`src/rtl/sla_pkg.sv`:
```
package sla_pkg;

   // Action the sequencer requests from the address register each cycle
   typedef enum logic [1:0] {
      CMD_NONE  = 2'd0,
      CMD_LOAD1 = 2'd1,
      CMD_STEP  = 2'd2,
      CMD_LOAD2 = 2'd3
   } addr_cmd_e;

   localparam int unsigned DEPTH_CODES = 4;

endpackage

```
`src/rtl/sla_stride.sv`:
```
module sla_stride #(
   parameter int unsigned AW = 16,
   parameter int unsigned HW = 8,
   parameter int unsigned PW = 8
) (
   input  logic [HW-1:0] h_size,
   input  logic [1:0]    depth,
   input  logic [PW-1:0] pitch_adj,
   output logic [AW-1:0] stride
);
   import sla_pkg::*;

   // Column groups of 8 pixels; widened so the shift by 3 cannot overflow
   localparam int unsigned SW = HW + 4;

   logic [SW-1:0] groups;
   logic [AW-1:0] opt [DEPTH_CODES];

   assign groups = SW'(h_size) + SW'(1);

   // One candidate per pixel depth: 8*groups*bpp/16 = (groups << d) >> 1
   for (genvar d = 0; d < DEPTH_CODES; d++) begin : g_depth
      logic [SW-1:0] scaled;
      assign scaled = (groups << d) >> 1;
      assign opt[d] = AW'(scaled);
   end

   assign stride = opt[depth] + AW'(pitch_adj);

endmodule

```
`src/rtl/sla_line_seq.sv`:
```
module sla_line_seq #(
   parameter int unsigned VW = 10
) (
   input  logic              clk,
   input  logic              rst_n,
   input  logic              frame_start,
   input  logic              line_adv,
   input  logic [VW-1:0]     split_in,
   input  logic [VW-1:0]     last_in,
   output sla_pkg::addr_cmd_e cmd,
   output logic              lower
);
   import sla_pkg::*;

   logic [VW-1:0] line_q;
   logic [VW-1:0] split_q;
   logic [VW-1:0] last_q;
   logic          lower_q;
   logic          idle_q;   // set from reset until the first frame start

   always_comb begin
      cmd = CMD_NONE;
      if (frame_start) begin
         cmd = CMD_LOAD1;
      end else if (line_adv && !idle_q && (line_q != last_q)) begin
         if (!lower_q && (line_q == split_q)) cmd = CMD_LOAD2;
         else                                 cmd = CMD_STEP;
      end
   end

   always_ff @(posedge clk or negedge rst_n) begin
      if (!rst_n) begin
         line_q  <= '0;
         split_q <= '0;
         last_q  <= '0;
         lower_q <= 1'b0;
         idle_q  <= 1'b1;
      end else begin
         unique case (cmd)
            CMD_LOAD1: begin
               line_q  <= '0;
               split_q <= split_in;
               last_q  <= last_in;
               lower_q <= 1'b0;
               idle_q  <= 1'b0;
            end
            CMD_STEP:  line_q <= line_q + 1'b1;
            CMD_LOAD2: begin
               line_q  <= line_q + 1'b1;
               lower_q <= 1'b1;
            end
            default: ;
         endcase
      end
   end

   assign lower = lower_q;

endmodule

```
`src/rtl/sla_addr_reg.sv`:
```
module sla_addr_reg #(
   parameter int unsigned AW = 16
) (
   input  logic               clk,
   input  logic               rst_n,
   input  sla_pkg::addr_cmd_e cmd,
   input  logic [AW-1:0]      base1,
   input  logic [AW-1:0]      base2_in,
   input  logic [AW-1:0]      stride_in,
   output logic [AW-1:0]      addr
);
   import sla_pkg::*;

   logic [AW-1:0] addr_q;
   logic [AW-1:0] base2_q;
   logic [AW-1:0] stride_q;

   always_ff @(posedge clk or negedge rst_n) begin
      if (!rst_n) begin
         addr_q   <= '0;
         base2_q  <= '0;
         stride_q <= '0;
      end else begin
         unique case (cmd)
            CMD_LOAD1: begin
               addr_q   <= base1;
               base2_q  <= base2_in;
               stride_q <= stride_in;
            end
            CMD_STEP:  addr_q <= addr_q + stride_q;
            CMD_LOAD2: addr_q <= base2_q;
            default: ;
         endcase
      end
   end

   assign addr = addr_q;

endmodule

```
`src/rtl/split_line_addr.sv`:
```
module split_line_addr #(
   parameter int unsigned AW = 16,
   parameter int unsigned VW = 10,
   parameter int unsigned HW = 8,
   parameter int unsigned PW = 8
) (
   input  logic          clk,
   input  logic          rst_n,
   input  logic          frame_start,
   input  logic          line_adv,
   input  logic [AW-1:0] base_top,
   input  logic [AW-1:0] base_bot,
   input  logic [VW-1:0] split_last,
   input  logic [VW-1:0] v_last,
   input  logic [HW-1:0] h_size,
   input  logic [1:0]    depth,
   input  logic [PW-1:0] pitch_adj,
   output logic [AW-1:0] line_addr,
   output logic          lower_region
);
   import sla_pkg::*;

   initial begin
      assert (AW >= 8) else $error("split_line_addr: AW too small");
      assert (VW >= 2) else $error("split_line_addr: VW too small");
      assert (HW >= 1 && PW >= 1) else $error("split_line_addr: bad HW/PW");
   end

   addr_cmd_e     cmd;
   logic [AW-1:0] stride;

   sla_stride #(.AW(AW), .HW(HW), .PW(PW)) u_stride (
      .h_size    (h_size),
      .depth     (depth),
      .pitch_adj (pitch_adj),
      .stride    (stride)
   );

   sla_line_seq #(.VW(VW)) u_seq (
      .clk         (clk),
      .rst_n       (rst_n),
      .frame_start (frame_start),
      .line_adv    (line_adv),
      .split_in    (split_last),
      .last_in     (v_last),
      .cmd         (cmd),
      .lower       (lower_region)
   );

   sla_addr_reg #(.AW(AW)) u_addr (
      .clk       (clk),
      .rst_n     (rst_n),
      .cmd       (cmd),
      .base1     (base_top),
      .base2_in  (base_bot),
      .stride_in (stride),
      .addr      (line_addr)
   );

endmodule

```
`config.mk`:
```
export PLATFORM = sky130hd
export DESIGN_NAME = split_line_addr
export DESIGN_NICKNAME = d
export VERILOG_FILES = /design/src/rtl/sla_pkg.sv /design/src/rtl/sla_stride.sv /design/src/rtl/sla_line_seq.sv /design/src/rtl/sla_addr_reg.sv /design/src/rtl/split_line_addr.sv
export SDC_FILE = /design/constraint.sdc
export NUM_CORES = 1
export LEC_CHECK = 0
export BUFFER_PORTS_ARGS = -buffer_cell sky130_fd_sc_hd__buf_2
export CORE_MARGIN = 3
export CORE_UTILIZATION = 56
export CTS_BUF_LIST = sky130_fd_sc_hd__clkbuf_4 sky130_fd_sc_hd__clkbuf_8 sky130_fd_sc_hd__clkbuf_16
export DETAILED_ROUTE_END_ITERATION = 10
export PLACE_DENSITY_LB_ADDON = 0.05
export SLEW_MARGIN = 20
export SYNTH_ARGS = -nofsm -noshare
export SYNTH_HDL_FRONTEND = slang
export SYNTH_SLANG_ARGS = --single-unit
```
`constraint.sdc`:
```
create_clock -name clk -period 3.03 [get_ports clk]
set_input_delay 0.4545 -clock clk [delete_from_list [all_inputs] [get_ports clk]]
set_output_delay 0.4545 -clock clk [all_outputs]
set_load 0.01 [all_outputs]
```
==> results of run 1 <==
registers in the layout, summed over array words and instances, names as in the netlist:
name / cells
u_addr.addr: 16
u_addr.base2_q: 16
u_addr.stride_q: 12
u_seq.idle_q: 1
u_seq.last_q: 10
u_seq.line_q: 10
u_seq.lower: 1
u_seq.split_q: 10
where the power goes:
| part | leakage [nW] | switching (mW) | total (mW) | internal, mW |
|---|---|---|---|---|
| combinational | 1.58 | 0.625 | 1.22 | 0.591 |
| clock | 0.113 | 0.394 | 0.887 | 0.494 |
| sequential | 0.918 | 0.119 | 1.27 | 1.16 |
routing by layer:
layer,global-route usage [%],up-vias
li1,-,1986
met1,33.5,1899
met2,37.2,91
met3,4.18,6
met4,4.73,0
met5,0,-
logic make-up after synthesis:
logic type,count (synthesis)
AOI/OAI and AO/OA,110
xor gates and xnor gates,47
adders and majority gates,25
buffers and inverters,39
DFF,76
muxes,54
and+or+nand+nor,148
critical path, delay by kind of cell:
kind            cells  cell delay (ps)
compound gates      7             1250
mux                 1              260
buf+inv             3              380
fa+ha+maj           1              290
simple gates        3              370
worst paths after layout:
kind	endpoint	slack (ps)	depth (start not counted)
max	u_addr.stride_q[9]	230	15
min	u_addr.base2_q[8]	240	1
max reg2reg	u_addr.addr[15]	510	8
min reg2reg	u_seq.idle_q	510	1
max in group asynchronous	u_seq.line_q[7]	2160	1
min in group clk	u_addr.addr[5]	310	3
stage by stage:
stage | utilization, % | hold slack [ps] | instance area (sq um) | std cells
6_report | 68.9 | 236 | 5720 | 703
5_1_grt | 68.9 | 304 | 5720 | 703
4_1_cts | 68.9 | 275 | 5720 | 703
3_5_place_dp | 66.1 | 495 | 5490 | 687
3_3_place_gp | 66.1 | 492 | 5490 | 687
2_1_floorplan | - | 159 | 4850 | 499
cells in the final DEF, fill, tap and decap left out, types with 19 or more instances in the layout:
| cell | netlist | layout |
|---|---|---|
| buf_4 | 0 | 19 |
| a21oi_1 | 29 | 29 |
| o21ai_0 | 21 | 21 |
| dfrtp_1 | 75 | 75 |
| ha_1 | 23 | 23 |
| buf_2 | 6 | 88 |
| xnor2_1 | 21 | 21 |
| nand2_1 | 47 | 47 |
| mux2_2 | 48 | 48 |
| xor2_1 | 26 | 26 |
| nor2_1 | 40 | 40 |
repair_timing:
action | CTS | global route
setup buffers | 0 | 0
gates resized for setup | 0 | 1
endpoints found under the setup margin | 0 | 1
final cells by class:
| type | count | area (sq um) | area share (%) |
|---|---|---|---|
| multi-input cells | 384 | 2800 | 48.9 |
| clock buffers | 10 | 138 | 2.41 |
| flip-flops and latches | 76 | 1900 | 33.3 |
| inverters | 14 | 52.6 | 0.919 |
| well taps | 105 | 131 | 2.30 |
| repair buffers | 108 | 603 | 10.5 |
| clock inverters | 6 | 93.8 | 1.64 |
==> metrics.md, run 1 <==
| Metric | Value |
|---|---|
| Clk sinks | `76` |
| CTS tree | `done` |
| CP arrival | `about 3000 ps` |
| Worst Path Required | `3250 ps` |
| Synth Warn # | `0` |
| DRT Pass-1 Iters | `5` |
| Initial Util | `~58%` |
| Vias post-DR | `3982` |
| Count of cell types in the netlist | `55` |
| Crit path max-delay cell type | `a311oi_1` |
| Core box area | `8300 sq um` |
| Starting DRT DRC Count | `143` |
| Final min period | `2800 ps` |
| Largest cells by area after synthesis | `dfrtp_1 (39%), mux2_2 (11%), ha_1 (5.9%)` |
| Final setup violation count | `0` |
| Pwr Density | `591 nW/um^2` |
| FP Rows | `33` |
| Syn_nets | `between 500 and 600` |
| Critical path's largest stage delay | `about 340 ps` |
| Tightest Pin Transition | `between 900 and 1000 ps` |
| Count leader, synth | `dfrtp_1` |
| Synth Area in Adders | `6.76%` |
| Post-synthesis register bit count | `76` |
| Met1 wire length | `~5 mm` |
| Crit Path Class | `in2reg` |
| Max Cap Viol | `0` |
| Crit start category | `primary input` |
| Synth Area in Simple Gates | `14.6%` |
| GPL Wtd Cong | `0.860` |
| Hold-fix buffers, CTS | `0` |
| Crit-path cells | `buf_2 > buf_4 > and2_0 > a311oi_1 > nor3_1 > buf_4 > mux2_2 > ha_1 > o21ai_0 > a21oi_1 > o41a_1 > a21o_1 > nand2_1 > a32oi_1 > a21oi_1` |
| GRT Total Usage | `23.3%` |
| Area share of the largest cell type after synthesis | `38.7%` |
| RSZ-0062 raised after global routing | `no` |
| Largest net degree at the start of global routing | `77` |
| Final hold vios | `0` |
| DRT antenna net count | `0` |
| Crit path capture type | `flop` |
| Total Nets Final | `692` |
| Met2 WL | `5.15 mm` |
| Fin. max-slew vios | `0` |
| Reg clk slew, reported paths | `90 ps` |
| Max Fclk | `358 MHz` |
| Synth Instances | `499` |
| Hold Path Class | `in2async` |
| Lkg Pwr | `2.61 nW` |
| Max transition margin | `37.1%` |
| Cell taking the most area after synthesis | `dfrtp_1` |
| Clock Tree Buf Depth | `2` |
| EDFF count, synth | `0` |
| Initial antenna violation count | `0` |
| Clk_lat worst skew | `340 ps` |
| Hpwl dp | `8.12 mm` |
| Num CTS Buffers | `9` |
| Top FF cell, synth | `dfrtp_1` |
| Avg Inst Size Synth | `9.72 sq um` |
| Synth top cells by count | `dfrtp_1 (75), mux2_2 (48), nand2_1 (47), nor2_1 (40), a21oi_1 (29)` |
| Area added between synthesis and finish | `17.9%` |
| First-pass GRT wire length | `about 19 mm` |
| Crit share post-route | `92.3%` |
| Die H | `99.1 um` |
| Xor/xnor share of the synthesized area | `8.49%` |
| # H-tree levels | `3` |
| Mapped cell area | `4850 sq um` |
| IO Pins | `91` |
| Top layer reached by signal wires | `met4` |
| Clock Tree Root | `clkbuf_8` |
| Largest family of logic cells by synthesized area | `compound AO/OA/AOI/OAI gates` |
| Power, Total | `approximately 3.4 mW` |
| DR vias/cell | `5.66` |
| DP Worst Slack | `-94.3 ps` |
| GRT overflow | `0` |
| Die ar. | `9810 sq um` |
| Final setup TNS | `0 ps` |
| Antenna fix cells | `0` |
| Filler cell count | `688` |
| Die width | `99.1 um` |
| Crit-path max FO | `4` |
| Final wirelength | `10.9 mm` |
| Mux contribution to synthesized area | `about an eighth` |
| Compound-Gate Fraction of Synth Area | `15.2%` |
| Post-synth ARST share | `100%` |
| Worst vdd ir | `0.000363 V` |
| DR WL met3 | `about 510 um` |
| Vias in the first global route | `3890` |
| Status | `finished clean` |
| Layout cell share with drive strength beyond 1 | `a little under a third` |
| # port buffers | `90` |
| CP Launch Point | `h_size[0]` |
| Post-Route Skew | `11.7 ps` |
| Worst setup margin | `234 ps` |
| Sequential element share of the synthesized area | `39.2%` |
| Reg-to-reg critical path startpoint | `u_addr.addr[1]` |
| Routed WL per cell | `roughly 15 um` |
| Drt drc | `0` |
(Power assumes the default switching activity.)
==> inputs of run 2 (changes only) <==
--- a/config.mk
+++ b/config.mk
@@ -7,10 +7,11 @@
 export LEC_CHECK = 0
 export BUFFER_PORTS_ARGS = -buffer_cell sky130_fd_sc_hd__buf_2
 export CORE_MARGIN = 3
-export CORE_UTILIZATION = 56
+export CORE_UTILIZATION = 41
 export CTS_BUF_LIST = sky130_fd_sc_hd__clkbuf_4 sky130_fd_sc_hd__clkbuf_8 sky130_fd_sc_hd__clkbuf_16
 export DETAILED_ROUTE_END_ITERATION = 10
 export PLACE_DENSITY_LB_ADDON = 0.05
+export RECOVER_POWER = 25
 export SLEW_MARGIN = 20
 export SYNTH_ARGS = -nofsm -noshare
 export SYNTH_HDL_FRONTEND = slang
==> run 2 against run 1 <==
The run now ends with capacitance limit, slew limit left; design area up 2.7%; global-route usage shrank 5.2 points; register-to-register slack about the same; clock skew decreased by 4.5 ps; critical endpoint is now u_addr.stride_q[8]; largest cell class unchanged.
==> metrics.md, run 2 (synthesis gave the netlist of run 1 again) <==
| Metric | Value |
|---|---|
| Area occupied by multi-input gates | `between 2000 and 3000 sq um` |
| IO Pins | `91` |
| Clock power share | `30.3%` |
| Most common cell after layout, fill and taps aside | `buf_2` |
| Die H | `approximately 110 um` |
| Drt drc | `0` |
| Final hold vios | `0` |
| CP arrival | `2950 ps` |
| Worst setup margin | `293 ps` |
| Max Cap Viol | `1` |
| Max Fclk | `365 MHz` |
| Max transition margin | `-26.4%` |
| RSZ-0062 raised after global routing | `no` |
| Final core utilization | `51.2%` |
| Vias post-DR | `3961` |
| Switching part of the total | `32.8%` |
| # H-tree levels | `3` |
| Layout cell share with drive strength beyond 1 | `30.8%` |
| Tightest Pin Transition | `1900 ps` |
| Antenna fix cells | `0` |
| Total Nets Final | `697` |
| Post-CTS setup buffer count | `0` |
| Starting DRT DRC Count | `158` |
| Final setup violation count | `0` |
| Num CTS Buffers | `9` |
| Initial antenna violation count | `0` |
| Final min period | `2740 ps` |
| Status | `finished, violations left` |
| Routed WL per cell | `roughly 15 um` |
| Reg clk slew, reported paths | `60 ps` |
| Comb pwr share | `approximately a third` |
| FP Rows | `39` |
| Worst Path Required | `3240 ps` |
| DR vias/cell | `5.31` |
| Lkg Pwr | `2.66 nW` |
| Clock Tree Buf Depth | `2` |
| Crit Path Class | `in2reg` |
| Reg-to-reg critical path startpoint | `u_addr.addr[1]` |
| GRT Total Usage | `18.2%` |
| Crit start category | `primary input` |
| Hold-fix buffers, CTS | `0` |
| Register area | `1900 sq um` |
| Cts repair resizes | `0` |
| DRT Pass-1 Iters | `4` |
| Worst reg2reg endpoint | `u_addr.addr[13]` |
| Layout Cells excl Fill | `~750` |
| First-pass GRT wire length | `19.3 mm` |
| Area added between synthesis and finish | `21.1%` |
| CTS tree | `done` |
| Clock Tree Root | `clkbuf_16` |
| R2R cell count | `8` |
| DRT antenna net count | `0` |
| Hold Path Class | `in2reg` |
| Reg2reg setup slack | `roughly 500 ps` |
| Hpwl dp | `roughly 8.6 mm` |
| Final wirelength | `11.5 mm` |
| Hold_sp | `base_top[0]` |
| Sequential power share | `35.5%` |
| Crit-path max FO | `5` |
| Pwr Density | `611 nW/um^2` |
| Post-Route Skew | `around 7 ps` |
| Hold EP | `u_addr.addr[0]` |
| Worst hold stages | `2` |
| Vias in the first global route | `3943` |
| Switching power | `1.17 mW` |
| Filler cell count | `1093` |
| Initial Util | `42.3%` |
| GRT overflow | `0` |
| Most frequent cells in the layout | `buf_2 (88), dfrtp_1 (75), mux2_2 (48)` |
| Die ar. | `13200 sq um` |
| Die width | `115 um` |
| Core box area | `11500 sq um` |
| CP Launch Point | `h_size[0]` |
| GPL Wtd Cong | `0.819` |
| Crit share post-route | `around 90%` |
| Clk_lat worst skew | `approximately 340 ps` |
| Clk sinks | `76` |
| P_int | `2.41 mW` |
| Inst Count DP | `730` |
| Final setup TNS | `0 ps` |
| Fin. max-slew vios | `77` |
| DP Worst Slack | `-73.9 ps` |
| Crit path capture type | `flop` |
| Failing checks | `capacitance limit, slew limit` |
| Worst vdd ir | `0.000428 V` |
| Largest net degree at the start of global routing | `just under 80` |
| # port buffers | `90` |
run 2: changes by cell type in the layout (fill, tap and decap cells not counted):
cell,delta
clkbuf_8,-10
clkbuf_16,+9
buf_4,+4
clkbuf_4,+2
inv_6,-2
a2111oi_0,+1
a2111oi_1,-1
bufinv_16,-1
clkbuf_2,+1
clkinv_4,+1
clkinvlp_4,+1
run 2: through the flow:
stage / hold WS [ps] / total power [mW] / cell area [sq um]
after detailed placement: 497 / 2.53 / 5570
after floorplan: 159 / 2.16 / 4850
after global placement: 492 / 2.50 / 5570
after CTS: 313 / 3.65 / 5870
final: 326 / 3.59 / 5870
after global routing: 327 / 3.85 / 5870
run 2: power groups by stage:
stage | clock, mW | combinational, mW | sequential (mW)
after global placement | 0 | 1.21 | 1.29
after detailed placement | 0 | 1.24 | 1.30
final | 1.09 | 1.22 | 1.27
after global routing | 1.17 | 1.39 | 1.29
after CTS | 1.13 | 1.24 | 1.28
after floorplan | 0 | 0.877 | 1.28
run 2: cell type report:
cell class	instances	area share (%)
clock buffer	11	4.09
clock inverter	5	1.07
inverter	14	0.895
multi-input combinational	384	47.6
sequential	76	32.4
tap	143	3.05
timing repair buffer	113	10.9
run 2: routing by layer:
layer  global-route usage, %  vias to the layer above  wire length, um
met5                       0                        -                0
met4                    5.63                        0              165
met3                    4.16                       14              511
met2                    27.8                       80             5080
met1                    25.7                     1872             5740
li1                        -                     1995                -
run 2: worst max path at each step:
stage	endpoint	slack, ps
detailed placement	u_addr.stride_q[8]	-70
global placement	u_addr.stride_q[8]	-10
floorplan	u_addr.stride_q[8]	40
CTS	u_addr.stride_q[8]	280
finish	u_addr.stride_q[8]	290
global route	u_addr.stride_q[10]	50
run 2: worst max-delay path, cell delays in order:
cell,delay [ps]
buf_2,110
ha_1,250
xor2_1,220
nor2_1,60
a211o_1,270
nand2_1,80
inv_1,60
fa_1,410
nor2b_1,110
o21ai_0,100
a21oi_1,190
nor4_1,80
nor3_1,320
xnor2_1,160
a21oi_1,80
